===== config.mk =====
export PLATFORM = sky130hd
export DESIGN_NAME = tick_timer
export DESIGN_NICKNAME = d
export VERILOG_FILES = /design/src/rtl/tt_pkg.sv /design/src/rtl/tt_chain.sv /design/src/rtl/tt_edge.sv /design/src/rtl/tt_regs.sv /design/src/rtl/tick_timer.sv
export SDC_FILE = /design/constraint.sdc
export NUM_CORES = 1
export LEC_CHECK = 0
export ABC_CLOCK_PERIOD_IN_PS = 1300
export BUFFER_PORTS_ARGS = -buffer_cell sky130_fd_sc_hd__buf_2
export CAP_MARGIN = 10
export CORE_MARGIN = 2
export CORE_UTILIZATION = 23
export DETAILED_ROUTE_END_ITERATION = 8
export GPL_TIMING_DRIVEN = 0
export MAX_ROUTING_LAYER = met4
export PLACE_DENSITY = 0.51
export REMOVE_ABC_BUFFERS = 1
export SYNTH_ARGS = -nofsm -noshare
export SYNTH_HDL_FRONTEND = slang
export SYNTH_SLANG_ARGS = --single-unit

===== constraint.sdc =====
create_clock -name clk_i -period 1.3 [get_ports clk_i]
set_input_delay 0.13 -clock clk_i [delete_from_list [all_inputs] [get_ports clk_i]]
set_output_delay 0.13 -clock clk_i [all_outputs]
set_load 0.005 [all_outputs]

===== src/rtl/tt_pkg.sv =====
package tt_pkg;
  localparam int CNT_W   = 8;
  localparam int RATE_W  = 2;
  localparam int NTAP    = 1 << RATE_W;
  // control byte bit positions (software decodes these)
  localparam int B_OVF   = 7;
  localparam int B_PER   = 6;
  localparam int B_OVIE  = 5;
  localparam int B_PERIE = 4;
  localparam int B_OVCLR = 3;
  localparam int B_PECLR = 2;
  localparam logic [RATE_W-1:0] RATE_RST = '1;

  typedef struct packed {
    logic              ovf;
    logic              per;
    logic              ovie;
    logic              perie;
    logic [RATE_W-1:0] rate;
  } ctl_t;

  function automatic logic [7:0] ctl_byte(input ctl_t c);
    logic [7:0] b;
    b = '0;
    b[B_OVF]   = c.ovf;
    b[B_PER]   = c.per;
    b[B_OVIE]  = c.ovie;
    b[B_PERIE] = c.perie;
    b[RATE_W-1:0] = c.rate;
    return b;
  endfunction
endpackage


===== src/rtl/tt_chain.sv =====
module tt_chain #(
  parameter int PRE_W    = 2,
  parameter int TAP_BASE = 13
) (
  input  logic                     clk_i,
  input  logic                     rst_ni,
  input  logic [tt_pkg::RATE_W-1:0] rate_i,
  output logic [tt_pkg::CNT_W-1:0] cnt_o,
  output logic                     wrap_lvl_o,
  output logic                     tap_o
);
  localparam int LOW_W   = PRE_W + tt_pkg::CNT_W;
  localparam int HIGH_W  = TAP_BASE + tt_pkg::NTAP;
  localparam int CHAIN_W = (LOW_W > HIGH_W) ? LOW_W : HIGH_W;

  logic [CHAIN_W-1:0]      chain_q;
  logic [tt_pkg::NTAP-1:0] taps;

  always_ff @(posedge clk_i or negedge rst_ni) begin
    if (!rst_ni) chain_q <= '0;
    else         chain_q <= chain_q + 1'b1;
  end

  for (genvar i = 0; i < tt_pkg::NTAP; i++) begin : g_tap
    assign taps[i] = chain_q[TAP_BASE+i];
  end

  assign cnt_o      = chain_q[LOW_W-1:PRE_W];
  assign wrap_lvl_o = chain_q[LOW_W-1];
  assign tap_o      = taps[rate_i];
endmodule


===== src/rtl/tt_edge.sv =====
module tt_edge #(
  parameter bit FALLING = 1'b0
) (
  input  logic clk_i,
  input  logic rst_ni,
  input  logic lvl_i,
  output logic pulse_o
);
  logic prev_q;

  always_ff @(posedge clk_i or negedge rst_ni) begin
    if (!rst_ni) prev_q <= 1'b0;
    else         prev_q <= lvl_i;
  end

  if (FALLING) begin : g_fall
    assign pulse_o = prev_q & ~lvl_i;
  end else begin : g_rise
    assign pulse_o = lvl_i & ~prev_q;
  end
endmodule


===== src/rtl/tt_regs.sv =====
module tt_regs (
  input  logic         clk_i,
  input  logic         rst_ni,
  input  logic         wr_ctl_i,
  input  logic [7:0]   wdata_i,
  input  logic         ovf_evt_i,
  input  logic         per_evt_i,
  output tt_pkg::ctl_t ctl_o
);
  import tt_pkg::*;

  ctl_t ctl_q;
  logic unused_wbits;
  assign unused_wbits = ^{wdata_i[B_OVF], wdata_i[B_PER]};

  always_ff @(posedge clk_i or negedge rst_ni) begin
    if (!rst_ni) begin
      ctl_q.ovf   <= 1'b0;
      ctl_q.per   <= 1'b0;
      ctl_q.ovie  <= 1'b0;
      ctl_q.perie <= 1'b0;
      ctl_q.rate  <= RATE_RST;
    end else begin
      if (ovf_evt_i)                        ctl_q.ovf <= 1'b1;
      else if (wr_ctl_i && wdata_i[B_OVCLR]) ctl_q.ovf <= 1'b0;
      if (per_evt_i)                        ctl_q.per <= 1'b1;
      else if (wr_ctl_i && wdata_i[B_PECLR]) ctl_q.per <= 1'b0;
      if (wr_ctl_i) begin
        ctl_q.ovie  <= wdata_i[B_OVIE];
        ctl_q.perie <= wdata_i[B_PERIE];
        ctl_q.rate  <= wdata_i[RATE_W-1:0];
      end
    end
  end

  assign ctl_o = ctl_q;
endmodule


===== src/rtl/tick_timer.sv =====
module tick_timer #(
  parameter int PRE_W    = 2,
  parameter int TAP_BASE = 13
) (
  input  logic       clk_i,
  input  logic       rst_ni,
  input  logic       sel_i,
  input  logic       wr_i,
  input  logic [7:0] wdata_i,
  output logic [7:0] rdata_o,
  output logic       irq_o,
  output logic       tick_o
);
  import tt_pkg::*;

  logic [CNT_W-1:0] cnt;
  logic             wrap_lvl, tap_lvl, ovf_evt, per_evt, wr_ctl;
  ctl_t             ctl;

  assign wr_ctl = wr_i & ~sel_i;

  tt_chain #(.PRE_W(PRE_W), .TAP_BASE(TAP_BASE)) u_chain (
    .clk_i(clk_i), .rst_ni(rst_ni), .rate_i(ctl.rate),
    .cnt_o(cnt), .wrap_lvl_o(wrap_lvl), .tap_o(tap_lvl)
  );

  tt_edge #(.FALLING(1'b1)) u_wrap_edge (
    .clk_i(clk_i), .rst_ni(rst_ni), .lvl_i(wrap_lvl), .pulse_o(ovf_evt)
  );

  tt_edge #(.FALLING(1'b0)) u_tap_edge (
    .clk_i(clk_i), .rst_ni(rst_ni), .lvl_i(tap_lvl), .pulse_o(per_evt)
  );

  tt_regs u_regs (
    .clk_i(clk_i), .rst_ni(rst_ni), .wr_ctl_i(wr_ctl), .wdata_i(wdata_i),
    .ovf_evt_i(ovf_evt), .per_evt_i(per_evt), .ctl_o(ctl)
  );

  assign rdata_o = sel_i ? cnt : ctl_byte(ctl);
  assign irq_o   = (ctl.ovf & ctl.ovie) | (ctl.per & ctl.perie);
  assign tick_o  = per_evt;
endmodule


**After elaboration in Yosys (flattened, before gate mapping)**

Index checks and enable logic that the tools add are counted.

- Bits in registers: 25
- Bits of input ports: 12
- Logic and storage cells: 30

- Add/sub/neg operators: 1
- Magnitude comparators: 1
- Multiplexer cells: 7
- Bitwise operators: 9
- Reduce and logical (&&, ||, !) cells: 4

Operators by type and width:

| cell | number |
|---|---|
| $add A17 B1 Y17 const B | 1 |
| $mux W8 | 1 |
| $and A1 B1 Y1 | 5 |
| $mux W1 | 5 |
| $reduce_bool A2 Y1 | 2 |
| $lt A2 B3 Y1 const B | 1 |
| $not A1 Y1 | 3 |
| $bmux W1 S2 | 1 |
| $logic_and A1 B1 Y1 | 2 |
| $or A1 B1 Y1 | 1 |

**Depth between registers and ports, before layout**

- Depth after elaboration: 5
- Depth in mapped cells: 5
- Gate-level depth less buffers: 4

**By module**

A second synthesis with hierarchy kept.

- Cell total of the unflattened synthesis: 100
- Area, all modules: 1,321.3 sq um

By module, submodules not included:

| module | times used | cells an instance | area each (sq um) | sequential area each (sq um) |
|---|---|---|---|---|
| tt_chain | 1 | 71 | 889.6 | 425.4 |
| tt_regs | 1 | 14 | 220.2 | 152.6 |
| tick_timer | 1 | 11 | 133.9 | 0.0 |
| tt_edge | 2 | 2 | 38.8 | 25.0 |

**Least setup slack after synthesis**

Ideal clock, no wire load.

- Path kind: register to register
- Start: register u_regs.ctl_q, in the netlist u_regs.ctl_o[0]
- End: register u_regs.ctl_q, in the netlist u_regs.ctl_o[4]
- Setup time: 0.118 ns
- Arrival: 1.314 ns
- Required time: 1.182 ns
- Path slack: -0.132 ns
- Stages on the path, launching flop included: 4
- Period minus slack after synthesis: 1.432 ns
- Path through: dfstp_2 -> mux4_2 -> nor2b_1 -> a21o_1

- Cells in the longest elaborated chain, start to end: 4
- Elaborated cells on any way between the ends: 5
- Classes of those cells: mux: 3; bitwise: 1; reduce/logical: 1

Ends and longest elaborated chain:

| element | line | text |
|---|---|---|
| start: declaration | tt_regs.sv:12 | `ctl_t ctl_q;` |
| $bmux W1 S2 * | tt_chain.sv:30 | `assign tap_o = taps[rate_i];` |
| $mux W1 (not written as such) * | tt_chain.sv:30 |  |
| via tap_lvl | tick_timer.sv:17 | `logic wrap_lvl, tap_lvl, ovf_evt, per_evt, wr_ctl;` |
| $and A1 B1 Y1 * | tt_edge.sv:19 | `assign pulse_o = lvl_i & ~prev_q;` |
| via tick_o | tick_timer.sv:12 | `output logic tick_o` |
| $mux W1 or $reduce_bool A2 Y1 (tied branches) | - |  |

Mark *: on every way through the listed nets, which the timed path passes. The rest lies on a longest branch. The select of a mux whose other input is x is not followed.
A chain may end at the register's enable or synchronous reset.

**Final worst setup path**

- Start: register u_regs.ctl_q, in the netlist u_regs.ctl_o[0]
- End: output tick_o

- Cells in the longest elaborated chain, start to end: 3

Ends and longest elaborated chain:

| element | line |
|---|---|
| $bmux W1 S2 | tt_chain.sv:30 |
| $mux W1 (not written as such) | tt_chain.sv:30 |
| via tap_lvl | tick_timer.sv:17 |
| $and A1 B1 Y1 | tt_edge.sv:19 |
| end: declaration | tick_timer.sv:12 |

The timed path passes the listed nets, and every way through them passes these cells. The select of a mux whose other input is x is not followed.

==> run_results.csv <==
group,metric,value,unit
sta,max_freq,578,MHz
synth,yosysWarnings,0,
finish,fillers,474,
floorplanning,row_count,25,
synth,ys_seq_elements,25,
global_route,grt_pass1_wl,4170,um
sta,finClkSkew,0.000936,ns
synth,synth_cells,92,
place,dpl_cell_area,1300,um^2
drt,drt-pass1-iter-count,4,
power_and_ir_drop,ir_drop,0.669,mV
synth,synth_seq_area_share,0.555,
finish,stdcell_area,1680,um^2
global_route,gr-usage-all-layers,0.105,
place,dp_hpwl,1710,um
sta,hold_viol,0,
drt,post-route-drc-count,0,
sta,drv_slew,0,
worst_setup_path,reg2reg_slack,-0.17,ns
sta,finalCritPeriodShare,1.33,
drt,num_vias,842,
floorplanning,initial_utilization,0.239,
cts,cts_buffers,3,
power_and_ir_drop,leakagePower,0.867,nW
status,status,"complete, but fails checks",
finish,fin_nets,147,
cts,insertion_delay,0.26,ns
job,drv_cap,0,
floorplanning,core_area,4720,um^2
min_path,hold_class,"primary input to flip-flop",
sta,slew_headroom,0.580,
sta,fin_crit,1.73,ns
min_path,hold_depth,2,
cts,cts_tree,"built",
worst_setup_path,cp.arrival,1.60,ns
place,place_ws,-0.234,ns
worst_setup_path,r2r-start,"u_regs.ctl_o[0]",
power_and_ir_drop,power.total,1.37,mW
worst_setup_path,required,1.17,ns
min_path,hold_start,"wdata_i[4]",
finish,fin_cells,200,
finish,final_cell_mix,"18 x buf_2, 17 x dfrtp_1, 12 x buf_4",
synth,synthDistinctLibCells,22,
finish,antenna_cells,0,
global_route,gr-total-overflow,0,
finish,final_common_cell,"buf_2",
synth,yosysTopAreaCell,"dfrtp_1",
status,violations,"negative setup slack",
drt,first_iter_violations,43,
synth,yosysTopAreaCellShare,0.509,
global_route,grt_max_degree,26,
cts,cts_htree_levels,1,
floorplanning,io_pins,22,
cts,clk_path_buf_depth,2,
worst_setup_path,rr_worst_depth,3,
sta,layout_setup_ws,-0.431,ns
worst_setup_path,startpoint_type,"flip-flop",
sta,rsz0062_at_grt,"true",
worst_setup_path,critPathKind,"flip-flop to output pin",
place,dp.cells,176,
floorplanning,dieArea,5490,um^2
drt,wl_per_cell,12.9,um
power_and_ir_drop,cellPowerDensity,815,nW/um^2
drt,drt-total-wl,2570,um
place,gp_congestion,0.822,
floorplanning,die-height,74.1,um
floorplanning,die_w,74.1,um
sta,worst_slew_pin_slew,0.629,ns
synth,synth_area_leaders,"dfrtp_1 51%, mux2_2 10%, xor2_1 6.2%",
synth,synth_area_per_cell,12.3,um^2
finish,drive_gt1_frac,0.541,
sta,hold_ws,0.0977,ns
worst_setup_path,worstPathMaxFanout,2,
place,io_buffers,19,
worst_setup_path,end_kind,"output pin",
cts,cts-root-buf,"clkbuf_8",
cts,clk_pin_slew,0.08,ns
cts,cts_sinks,25,
sta,setup_violations,6,
global_route,grt_pass1_vias,844,
drt,ant_nets,0,
finish,area_growth,48.5,%
global_route,antenna_found_initial,0,
synth,syn_area,1130,um^2
worst_setup_path,timing.rr.end,"u_regs.ctl_o[4]",
drt,viasPerCell,4.21,
min_path,hold_end,"u_regs.ctl_o[2]",
-- synthesized netlist by cell type --
| master | number |
|---|---|
| xor2_1 | 8 |
| nor4_1 | 5 |
| inv_1 | 5 |
| dfrtp_1 | 23 |
| clkbuf_1 | 1 |
| nor2_1 | 2 |
| and4_1 | 1 |
| a21o_1 | 1 |
| mux2_2 | 10 |
| a22o_1 | 2 |
| and2_1 | 2 |
| dfstp_2 | 2 |
| nand4_2 | 1 |
| nand2_1 | 4 |
| nand4_1 | 5 |
| nor3_1 | 3 |
| nand3_1 | 5 |
| mux4_2 | 1 |
| nor2b_1 | 2 |
| ha_1 | 1 |
| xnor2_1 | 7 |
| buf_2 | 1 |
-- final cells by class --
class	instances	area, um^2	area share
Clock buffer	4	45.0	0.0268
Inverter	5	18.8	0.0112
Multi-Input combinational cell	60	607	0.361
Sequential cell	25	636	0.379
Tap cell	67	83.8	0.0499
Timing Repair Buffer	39	289	0.172
-- per-stage QoR --
stage	setup TNS, ns	util
finish	-0.653	0.355
CTS	-0.721	0.329
detailed placement	-1.29	0.275
floorplan	-0.179	-
global route	-1.31	0.355
global placement	-0.945	0.275
-- power breakdown --
part	internal (mW)	switching [mW]	total, mW
logic	0.0595	0.0453	0.105
clock network	0.219	0.229	0.448
registers	0.802	0.0132	0.815
total	1.08	0.288	1.37
-- sequential cells by signal, summed over array words and instances (netlist names) --
name / cells
u_tap_edge.prev_q: 1
u_wrap_edge.prev_q: 1
u_regs.ctl_o: 6
u_chain.chain_q: 17
-- critical path, cell delays in order, from the launching register on --
cell and delay, ns:
dfstp_2 0.54, mux4_2 0.53, nor2b_4 0.15, buf_2 0.12
-- metal layers --
| layer | GRT usage | wire length (um) | vias to the layer above | share of wire |
|---|---|---|---|---|
| met2 | 0.164 | 1190 | 23 | 0.46 |
| met1 | 0.135 | 1230 | 408 | 0.48 |
| li1 | - | - | 409 | - |
| met3 | 0.0298 | 125 | 2 | 0.049 |
| met5 | - | 0 | - | 0 |
| met4 | 0.0283 | 19 | 0 | 0.0074 |
-- worst max path at each step --
| stage | slack, ns | from | to | cells after the start |
|---|---|---|---|---|
| after detailed placement | -0.23 | u_chain.chain_q[0] | u_chain.chain_q[16] | 4 |
| after CTS | -0.44 | u_regs.ctl_o[0] | tick_o | 3 |
| final | -0.43 | u_regs.ctl_o[0] | tick_o | 3 |
| after global routing | -0.48 | u_regs.ctl_o[0] | tick_o | 3 |
| after global placement | -0.22 | u_chain.chain_q[0] | u_chain.chain_q[16] | 4 |
| after floorplan | -0.13 | u_regs.ctl_o[0] | u_regs.ctl_o[4] | 3 |
-- what timing repair did --
item / in CTS / in global routing
hold buffers: 1 / 0
endpoints found under the setup margin: 9 / 12
pin swaps: 11 / 10
buffers inserted: 10 / 9
hold endpoints to repair: 23 / 0
resized for setup: 21 / 13
-- cell families after synthesis --
| group | Yosys count | share of synthesized area |
|---|---|---|
| AND/OR/NAND/NOR | 30 | 0.152 |
| multiplexers | 11 | 0.119 |
| XOR/XNOR | 15 | 0.116 |
| buffers and inverters | 7 | 0.0243 |
| AO/OA/AOI/OAI | 3 | 0.0221 |
| flip-flops | 25 | 0.555 |
| adder cells (fa/ha/maj) | 1 | 0.0111 |
Power figures use the tool's default switching activity.
